## src/rtl/bus_break_matcher.sv

```systemverilog
module bus_break_matcher #(
  parameter int AW = 32,
  parameter int DW = 32,
  parameter int CW = 8,
  localparam int RW = (AW > DW) ? AW : DW
) (
  input  logic          clk,
  input  logic          rst_n,
  input  logic          bus_valid,
  input  logic [AW-1:0] bus_addr,
  input  logic [DW-1:0] bus_data,
  input  logic [1:0]    bus_size,
  input  logic          bus_write,
  input  logic          bus_fetch,
  input  logic          bus_dma,
  input  logic          bus_cache_hit,
  input  logic          pc_valid,
  input  logic [AW-1:0] pc_value,
  input  logic          io_access,
  input  logic          tlb_load,
  input  logic          cfg_we,
  input  logic [3:0]    cfg_addr,
  input  logic [RW-1:0] cfg_wdata,
  output logic          brk_pulse,
  output logic [2:0]    brk_hit,
  output logic [2:0]    brk_status
);
  localparam int NL = DW / 8;
  localparam int LB = (NL > 1) ? $clog2(NL) : 1;

  logic [AW-1:0] a1_val, a1_msk, a2_val, a2_msk;
  logic [DW-1:0] d1_val, d1_msk;
  logic [12:0]   c1, c2, c3;
  logic [CW-1:0] cnt_lim, cnt;

  always_ff @(posedge clk) begin
    if (!rst_n) begin
      a1_val <= '0; a1_msk <= '0; a2_val <= '0; a2_msk <= '0;
      d1_val <= '0; d1_msk <= '0;
      c1 <= '0; c2 <= '0; c3 <= '0; cnt_lim <= '0;
    end else if (cfg_we) begin
      case (cfg_addr)
        4'd0: a1_val  <= cfg_wdata[AW-1:0];
        4'd1: a1_msk  <= cfg_wdata[AW-1:0];
        4'd2: d1_val  <= cfg_wdata[DW-1:0];
        4'd3: d1_msk  <= cfg_wdata[DW-1:0];
        4'd4: c1      <= cfg_wdata[12:0];
        4'd5: cnt_lim <= cfg_wdata[CW-1:0];
        4'd6: a2_val  <= cfg_wdata[AW-1:0];
        4'd7: a2_msk  <= cfg_wdata[AW-1:0];
        4'd8: c2      <= cfg_wdata[12:0];
        4'd9: c3      <= cfg_wdata[12:0];
        default: ;
      endcase
    end
  end

  function automatic logic rw_en(input logic [1:0] s);
    return (s == 2'd1) || (s == 2'd2);
  endfunction

  function automatic logic rw_ok(input logic [1:0] s, input logic v, input logic w);
    return !rw_en(s) || (v && ((s == 2'd1) ? !w : w));
  endfunction

  function automatic logic view_ok(input logic en, input logic [1:0] s, input logic v,
                                   input logic dma, input logic fet, input logic hit);
    logic m;
    case (s)
      2'd0: m = !dma;
      2'd1: m = !dma && !fet;
      2'd2: m = dma || !hit;
      default: m = 1'b1;
    endcase
    return !en || (v && m);
  endfunction

  logic [DW-1:0] lane_m;
  logic          lsel;
  always_comb begin
    lane_m = '0;
    lsel   = 1'b0;
    for (int i = 0; i < NL; i++) begin
      case (bus_size)
        2'd0:    lsel = (bus_addr[LB-1:0] == i[LB-1:0]);
        2'd1:    lsel = (bus_addr[LB-1:1] == i[LB-1:1]);
        default: lsel = 1'b1;
      endcase
      if (lsel) lane_m[DW-1-8*i -: 8] = 8'hFF;
    end
  end

  logic a1_hit, d1_hit, s1_hit, raw1, fire1;
  assign a1_hit = (c1[1] ? pc_valid : bus_valid) &&
                  ((((c1[1] ? pc_value : bus_addr) ^ a1_val) & ~a1_msk) == '0);
  assign d1_hit = bus_valid && (((bus_data ^ d1_val) & ~d1_msk & lane_m) == '0);
  assign s1_hit = bus_valid && (bus_size == c1[5:4]);
  assign raw1 = c1[12] && (c1[0] || c1[2] || c1[3] || rw_en(c1[7:6]) || c1[10]) &&
                (!c1[0] || a1_hit) && (!c1[2] || d1_hit) && (!c1[3] || s1_hit) &&
                rw_ok(c1[7:6], bus_valid, bus_write) &&
                view_ok(c1[10], c1[9:8], bus_valid, bus_dma, bus_fetch, bus_cache_hit);
  assign fire1 = raw1 && (!c1[11] || ({1'b0, cnt} + 1'b1 >= {1'b0, cnt_lim}));

  logic a2_hit, fire2, fire3;
  assign a2_hit = (c2[1] ? pc_valid : bus_valid) &&
                  ((((c2[1] ? pc_value : bus_addr) ^ a2_val) & ~a2_msk) == '0);
  assign fire2 = c2[12] && (c2[0] || rw_en(c2[7:6]) || c2[10]) &&
                 (!c2[0] || a2_hit) && rw_ok(c2[7:6], bus_valid, bus_write) &&
                 view_ok(c2[10], c2[9:8], bus_valid, bus_dma, bus_fetch, bus_cache_hit);
  assign fire3 = c3[12] && (c3[0] || c3[1]) && (!c3[0] || io_access) && (!c3[1] || tlb_load);

  logic       clr_wr, restart;
  logic [2:0] clr_bits;
  assign clr_wr   = cfg_we && (cfg_addr == 4'd10);
  assign clr_bits = clr_wr ? cfg_wdata[2:0] : 3'b000;
  assign restart  = (cfg_we && (cfg_addr == 4'd5)) || clr_bits[0];

  always_ff @(posedge clk) begin
    if (!rst_n) begin
      cnt        <= '0;
      brk_hit    <= '0;
      brk_status <= '0;
    end else begin
      if (restart)              cnt <= '0;
      else if (raw1 && c1[11])  cnt <= fire1 ? '0 : cnt + 1'b1;
      brk_hit    <= {fire3, fire2, fire1};
      brk_status <= (brk_status & ~clr_bits) | {fire3, fire2, fire1};
    end
  end

  assign brk_pulse = |brk_hit;
endmodule

```

## config.mk

```make
export PLATFORM = sky130hd
export DESIGN_NAME = bus_break_matcher
export DESIGN_NICKNAME = d
export VERILOG_FILES = /design/src/rtl/bus_break_matcher.sv
export SDC_FILE = /design/constraint.sdc
export NUM_CORES = 1
export LEC_CHECK = 0
export BUFFER_PORTS_ARGS = -buffer_cell sky130_fd_sc_hd__buf_2
export CELL_PAD_IN_SITES_DETAIL_PLACEMENT = 1
export CELL_PAD_IN_SITES_GLOBAL_PLACEMENT = 1
export CORE_MARGIN = 5
export CORE_UTILIZATION = 25
export CTS_CLUSTER_DIAMETER = 100
export DETAILED_ROUTE_END_ITERATION = 7
export PLACE_DENSITY_LB_ADDON = 0.15
export SYNTH_ARGS = -nofsm -noshare
export SYNTH_HDL_FRONTEND = slang
export SYNTH_SLANG_ARGS = --single-unit
```

## constraint.sdc

```tcl
create_clock -name clk -period 3.4 [get_ports clk]
set_input_delay 0.68 -clock clk [delete_from_list [all_inputs] [get_ports clk]]
set_output_delay 0.68 -clock clk [all_outputs]
set_load 0.1 [all_outputs]
```

Yosys cells after proc, flatten, opt, wreduce, memory -nomap -nowiden
Cells that the tools add are included.

word-level totals
  register bits after elaboration = 253
  bits in latches = 0
  bits in writable memories = 0
  memory bits (read-only) = 0
  input port bits = 145
  output and inout port bits = 7
  word-level logic and storage cells = 155
  memories = 0

operators by class
  add/subtract/negate cells = 2
  multipliers = 0
  divide/modulo/power cells = 0
  order comparisons = 1
  eq/ne operators = 23
  shift operators = 0
  multiplexer cells = 18
  bitwise operators = 15
  reduce and logical (&&, ||, !) cells = 83

operator list
  kind                 number
  $and 32x32->32       4
  $logic_not 32->1     3
  $not 32->32          3
  $xor 32x32->32       3
  $mux 32              2
  $mux 8               5
  $logic_and 1x1->1    26
  $logic_or 1x1->1     22
  $reduce_and 2->1     10
  $eq 4x3->1 const B   4
  $logic_not 1->1      15
  $eq 2x1->1 const B   6
  $eq 2x2->1 const B   6
  $eq 4x4->1 const B   3
  $add 8x1->9 const B  1
  $ge 9x8->1           1
  $add 8x1->8 const B  1
  $eq 4x2->1 const B   2
  $logic_not 2->1      4
  $pmux 1 s2           4
  $pmux 1 s3           2
  $eq 4x1->1 const B   1
  $logic_not 4->1      1
  $mux 1               4
  other kinds (8)      9

Longest topological paths before layout
Gate-level depths: netlist (run 1).

  depth in word-level cells = 13
  mapped depth = 13
  mapped depth without buffers = 12

Least setup slack after synthesis (run 1)
OpenSTA, ideal clock, no wires.

  path type = reg2reg
  from = register cnt[0]
  to = register cnt[5]
  setup time = 71 ps
  arrival time = 2884 ps
  data required time = 3329 ps
  slack = 444 ps
  cell stages (with the launch flop) = 14
  buffers on the path = 1
  clock period less this slack = 2956 ps
  path through = dfxtp_1 -> ha_1 -> nand3_1 -> or2_2 -> xnor2_1 -> ha_1 -> a21oi_1 -> nor2b_1 -> nor4b_1 -> o21a_1 -> clkbuf_1 -> nand2_1 -> a31o_2 -> o21ai_1

on the way
  cells in the longest elaborated chain, start to end = 5
  elaborated cells on any way between the ends = 6
  those cells by class = add/sub (2); order compare (1); mux (1); reduce/logical (2)

RTL lines
  what                    line  RTL
  start, declared         34    logic [CW-1:0] cnt_lim, cnt;
  start signal, assigned  125   else if (raw1 && c1[11]) cnt <= fire1 ? '0 : cnt + 1'b1;
  $add 8x1->9             102   assign fire1 = raw1 && (!c1[11] || ({1'b0, cnt} + 1'b1 >= {1'b0, cnt_lim}));
  $ge 9x8->1              102
  $logic_or 1x1->1        102
  $logic_and 1x1->1       102
  $mux 8 *                125

Every way passes the cells marked *; elsewhere a longest branch is shown, timed or not.
A chain may end at the register's enable or synchronous reset.

Worst setup path in the final report (run 1)
  from = register c1[1]
  to = register cnt[1]

on the way
  cells in the longest elaborated chain, start to end = 13
  elaborated cells on any way between the ends = 15
  those cells by class = mux (3); bitwise (2); reduce/logical (10)

RTL lines
  what                              line  RTL
  start, declared                   33    logic [12:0] c1, c2, c3;
  start signal, assigned            47    4'd4: c1 <= cfg_wdata[12:0];
  $mux 32                           95    ((((c1[1] ? pc_value : bus_addr) ^ a1_val) & ~a1_msk) == '0);
  $xor 32x32->32                    95
  $and 32x32->32                    95
  $logic_not 32->1                  95
  $logic_and 1x1->1 *               94    assign a1_hit = (c1[1] ? pc_valid : bus_valid) &&
  $logic_or 1x1->1 *                99    (!c1[0] || a1_hit) && (!c1[2] || d1_hit) && (!c1[3] || s1_hit) &&
  $logic_and 1x1->1 *               98    assign raw1 = c1[12] && (c1[0] || c1[2] || c1[3] || rw_en(c1[7:6]) || c1[10]) &&
  $logic_and 1x1->1 * (3 in a row)  99
  $logic_and 1x1->1 *               100   rw_ok(c1[7:6], bus_valid, bus_write) &&
  $logic_and 1x1->1                 102
  $mux 8                            125

Marks and branches as above.

==> results.yml, run 1 <==
clocking:
  post-cts-setup-buffer-count: 0
  numCtsBuffers: 30
  htreeDepth: 1
  cts_max_path_buffers: 3
  tritoncts: "yes"
  path_clk_slew_ns: 0.06
  clk_latency_ns: 0.57
  cts_resized: 0
  hold_buffers: 0
  root_buffer: "clkbuf_16"
  cts_sinks: 238
cells_and_area:
  finalInstanceArea_um2: 13900
  drive_gt1_frac: 0.164
  layout_common_cells: "437 x nand2_1, 236 x dfxtp_1, 207 x a21boi_0"
  fin_cells: 2119
  mostFrequentLayoutCell: "nand2_1"
  fillers: 5352
  antenna_cells: 0
  syn2layout_area_growth_pct: 20.0
  nNetsFinal: 1653
timing:
  skew_ns: 0.0174
  hold_ws_ns: 0.430
  tightest_slew_ns: 1.05
  drv_slew: 0
  setup_viol: 0
  fmaxAchievable_mhz: 313
  finalWorstSetupSlack_ns: 0.204
  fin_setup_tns_ns: 0
  fin_crit_ns: 3.20
  post-route-period-util: 0.940
  hold_violations: 0
  slew-limit-headroom: 0.299
  rsz0062_at_grt: "no"
logic_synthesis:
  yosysSeqAreaShare: 0.412
  syn_avg_cell_area_um2: 8.41
  yosysWarnings: 0
  synth_fp_nets: 1533
  syn_area_um2: 11600
  synth_cells: 1377
  ys_seq_elements: 238
  yosysUniqueCellTypes: 51
worst_setup_path:
  crit_slowest_cell: "dfxtp_2"
  start_kind: "flop"
  worst_setup_path_end_kind: "flop"
  path_max_fanout: 13
  crit_required_ns: 3.85
  worstPathCellList: "buf_4 > mux2i_1 > xor2_1 > o22ai_1 > nor4_2 > nand4_1 > a21boi_2 > buf_12 > nand2_1 > mux2i_1"
  critPathKind: "flop to flop"
  arrival_ns: 3.65
  cp_common_cell: "mux2i_1"
  slowest_delay_ns: 0.61
status:
  outcome: "finished, final reports clean"
routing:
  drc: 0
  num_vias: 9854
  drt-initial-drc-count: 420
  vias_per_cell: 4.65
  final_antenna_net_count: 0
  wire_per_inst_um: 20.9
  first_pass_iters: 4
  wirelength_um: 44400
hold_path:
  hp-class: "input port to flop"
power:
  p_int_mw: 4.92
  vdd_drop_max_mv: 0.274
  switchingPower_mw: 1.64
  netSwitchingFraction: 0.250
  p_per_area_nw_per_um2: 473
  power_frac_seq: 0.434
  p_clk_frac: 0.481
  p_leak_nw: 4.95
  pwr-share-comb: 0.086
placement:
  portBuffers: 151
  placed_cell_area_um2: 12900
  dp_slack_ns: 0.179
  dp_hpwl_um: 30900
  gp_congestion: 0.749
  dp_cells: 2065
global_route:
  grt_pass1_vias: 10300
  antenna_found_initial: 1
  overflow: 0
  grt.total_usage: 0.171
  grt_max_degree: 230
  grt_pass1_wl_um: 66200
floorplan:
  coreArea_um2: 45600
  die_y_um: 225
  ios: 152
  rows: 78
  die_w_um: 225
  start_util: 0.254
  die_area_um2: 50700
run:
  maxCapViolCount: 0
-- cells by family (layout without fill, tap and decap cells) --
family | count (synthesis) | count (layout) | share of synthesized area
compound gates | 292 | 292 | 0.185
xor+xnor | 102 | 102 | 0.0772
fa+ha+maj | 11 | 11 | 0.0119
buf+inv | 103 | 245 | 0.0402
flops | 238 | 238 | 0.412
mux | 92 | 92 | 0.0797
simple gates | 539 | 539 | 0.194
-- synth_stat cells, drive strengths merged --
master / count / share of area
a21oi: 5 / 0.0025
a31oi: 1 / 0.00054
o2111ai: 2 / 0.0015
ha: 11 / 0.012
nand2b: 9 / 0.0049
o21a: 1 / 0.00065
xnor2: 38 / 0.029
nor2b: 28 / 0.015
or2: 3 / 0.0016
o22ai: 45 / 0.025
nor2: 20 / 0.0065
or4: 1 / 0.00065
a21o: 3 / 0.0019
inv: 11 / 0.0036
o221ai: 5 / 0.0038
nand3b: 2 / 0.0013
nor3b: 1 / 0.00065
or3b: 1 / 0.00076
and3b: 2 / 0.0015
mux2i: 91 / 0.079
xor2: 64 / 0.048
nor4b: 1 / 0.00076
buf: 12 / 0.011
or3: 2 / 0.0011
mux2: 1 / 0.00097
nand4: 3 / 0.0016
a31o: 6 / 0.0045
a211o: 1 / 0.00076
a211oi: 2 / 0.0013
o21ai: 5 / 0.0022
nor3: 7 / 0.0030
o21bai: 4 / 0.0026
and3: 3 / 0.0016
nor4: 5 / 0.0038
clkbuf: 80 / 0.026
o41ai: 4 / 0.0030
nand4b: 1 / 0.0021
a21boi: 208 / 0.14
nand2: 438 / 0.14
dfxtp: 238 / 0.41
nand3: 12 / 0.0052
-- power groups by stage --
| stage | sequential [mW] | clock (mW) | combinational (mW) |
|---|---|---|---|
| after floorplan | 2.90 | 0 | 0.278 |
| after CTS | 2.85 | 3.26 | 0.578 |
| after global routing | 2.85 | 3.39 | 0.612 |
| final | 2.85 | 3.16 | 0.563 |
| after global placement | 2.91 | 0 | 0.574 |
| after detailed placement | 2.91 | 0 | 0.576 |
-- through the flow --
stage	power (mW)	utilization
after floorplan	3.18	-
after global placement	3.48	0.284
after detailed placement	3.48	0.284
after CTS	6.69	0.305
after global routing	6.85	0.305
final	6.57	0.305
-- critical path, delay by kind of cell, from the launching register on --
kind	cells	cell delay, ns
and+or+nand+nor	3	0.86
muxes	2	0.40
AOI/OAI and AO/OA	2	0.53
buffers and inverters	2	0.48
DFF	1	0.61
xor gates and xnor gates	1	0.19
-- area by class of cell --
class / count / area, um^2 / share of cell area
clock buffers: 47 / 906 / 0.0652
well taps: 600 / 751 / 0.0541
multi-input cells: 1036 / 6360 / 0.458
flip-flops and latches: 238 / 4770 / 0.343
inverters: 11 / 41.3 / 0.00297
repair buffers: 180 / 1000 / 0.0721
clock inverters: 7 / 60.1 / 0.00432
-- sequential cells by signal, summed over array words and instances, names as in the netlist --
name	count
a1_val	32
cnt_lim	8
a1_msk	32
d1_msk	32
cnt	8
a2_val	32
d1_val	32
a2_msk	32
brk_hit	3
c1	13
brk_status	3
c2	8
c3	3
-- metal layers --
layer  wire, um  GRT usage
met5         13          0
met4        828     0.0371
met3       1680     0.0216
met2      21200      0.296
met1      20700      0.230
-- worst paths after layout --
path	from	end	slack, ns	cells after the start
min	io_access	brk_hit[2]	0.43	3
max reg2reg	c1[1]	cnt[1]	0.20	10
max	c1[1]	cnt[1]	0.20	10
min reg2reg	d1_msk[10]	d1_msk[10]	0.47	2
(Power assumes the default switching activity.)
==> inputs of run 2 (changes only) <==
--- a/config.mk
+++ b/config.mk
@@ -6,8 +6,8 @@
 export NUM_CORES = 1
 export LEC_CHECK = 0
 export BUFFER_PORTS_ARGS = -buffer_cell sky130_fd_sc_hd__buf_2
-export CELL_PAD_IN_SITES_DETAIL_PLACEMENT = 1
-export CELL_PAD_IN_SITES_GLOBAL_PLACEMENT = 1
+export CELL_PAD_IN_SITES_DETAIL_PLACEMENT = 2
+export CELL_PAD_IN_SITES_GLOBAL_PLACEMENT = 2
 export CORE_MARGIN = 5
 export CORE_UTILIZATION = 25
 export CTS_CLUSTER_DIAMETER = 100
==> run 2 against run 1 <==
Fmax is 2.8% higher. Worst setup slack better by 0.087 ns. Clock power is 2% higher. Die area stayed put. Highest routed layer unchanged. Global-route usage is 1.2 points higher.
==> results.yml, run 2 (synthesis gave the netlist of run 1 again) <==
status:
  outcome: "finished, final reports clean"
timing:
  slew-limit-headroom: 0.386
  skew_ns: 0.0194
  setup_viol: 0
  fmaxAchievable_mhz: 322
  drv_slew: 0
  fin_setup_tns_ns: 0
  fin_crit_ns: 3.11
  finalWorstSetupSlack_ns: 0.291
  hold_ws_ns: 0.454
  hold_violations: 0
  rsz0062_at_grt: "no"
  post-route-period-util: 0.914
  tightest_slew_ns: 0.911
hold_path:
  hp-class: "input port to flop"
  min_from: "cfg_wdata[18]"
worst_setup_path:
  crit_required_ns: 3.92
  startpoint: "c2[1]"
  worstReg2RegStart: "c2[1]"
  arrival_ns: 3.62
  r2r_setup_slack_ns: 0.29
  r2r_end: "brk_status[1]"
  reg2regPathDepth: 9
  worst_setup_path_end_kind: "flop"
  critPathKind: "flop to flop"
  setup.worst_path.end: "brk_status[1]"
  path_max_fanout: 17
  start_kind: "flop"
clocking:
  clk_latency_ns: 0.57
  htreeDepth: 1
  cts_sinks: 238
  post-cts-setup-buffer-count: 0
  cts_max_path_buffers: 3
  cts_resized: 0
  root_buffer: "clkbuf_16"
  hold_buffers: 0
  tritoncts: "yes"
  path_clk_slew_ns: 0.06
  numCtsBuffers: 30
power:
  p_clk_frac: 0.486
  pwr-share-comb: 0.086
  p_leak_nw: 4.96
  vdd_drop_max_mv: 0.322
  switchingPower_mw: 1.68
  power_frac_seq: 0.428
  p_int_mw: 4.97
  netSwitchingFraction: 0.253
  p_per_area_nw_per_um2: 477
  total_power_mw: 6.65
floorplan:
  ios: 152
  start_util: 0.254
  coreArea_um2: 45600
  die_w_um: 225
  die_area_um2: 50700
  die_y_um: 225
  rows: 78
routing:
  first_pass_iters: 4
  num_vias: 10100
  drc: 0
  vias_per_cell: 4.77
  wire_per_inst_um: 22.4
  final_antenna_net_count: 0
  wirelength_um: 47500
  drt-initial-drc-count: 280
placement:
  gp_congestion: 0.776
  dp_slack_ns: 0.332
  portBuffers: 151
  dp_hpwl_um: 33200
  placed_cell_area_um2: 12900
run:
  maxCapViolCount: 0
cells_and_area:
  syn2layout_area_growth_pct: 20.3
  drive_gt1_frac: 0.165
  final-seq-area_um2: 4770
  finalInstanceArea_um2: 13900
  layout_common_cells: "437 x nand2_1, 236 x dfxtp_1, 207 x a21boi_0"
  fillers: 5163
  nNetsFinal: 1655
  multiInputGateArea_um2: 6360
  mostFrequentLayoutCell: "nand2_1"
global_route:
  overflow: 0
  antenna_found_initial: 3
  grt_max_degree: 194
  grt_pass1_wl_um: 70400
  grt.total_usage: 0.183
  grt_pass1_vias: 10800
## run 2: worst min path at each step
| stage | endpoint | slack (ns) | cells past startpoint |
|---|---|---|---|
| floorplan | brk_hit[2] | 0.43 | 2 |
| global placement | a1_msk[12] | 0.45 | 2 |
| detailed placement | d1_msk[31] | 0.46 | 2 |
| CTS | a1_val[18] | 0.42 | 3 |
| global route | a1_val[18] | 0.45 | 3 |
| finish | a1_val[18] | 0.45 | 3 |
## run 2: layer usage
metal  track usage  vias up  wire (um)
li1              -     4850          -
met1         0.241     5092      21900
met2         0.325      121      23200
met3        0.0240       48       1380
met4        0.0342        2        962
met5             0        -          7
## run 2: per-stage QoR
step,utilization,instances
after global routing,0.305,2119
after floorplan,-,1377
after detailed placement,0.284,2067
after global placement,0.284,2067
final,0.306,2121
after CTS,0.305,2119
## run 2: final cells by class
class	instances	share of cell area
multi-input combinational	1036	0.457
sequential	238	0.342
timing repair buffer	182	0.0738
clock buffer	44	0.0635
tap	600	0.0539
clock inverter	8	0.00647
inverter	11	0.00296
antenna	2	0.000359
## run 2: power groups by stage
stage / clock network (mW) / registers (mW) / logic (mW)
floorplan: 0 / 2.90 / 0.278
global placement: 0 / 2.91 / 0.581
detailed placement: 0 / 2.91 / 0.586
CTS: 3.34 / 2.85 / 0.589
global route: 3.43 / 2.85 / 0.622
finish: 3.23 / 2.85 / 0.570
## run 2: critical path, stage by stage (launching register included)
cell     delay (ns)
dfxtp_2        0.52
buf_12         0.23
mux2i_1        0.41
xor2_1         0.20
o22ai_1        0.12
or4_1          0.54
nor3_1         0.39
nand4_1        0.27
a21oi_2        0.24
a31o_1         0.11
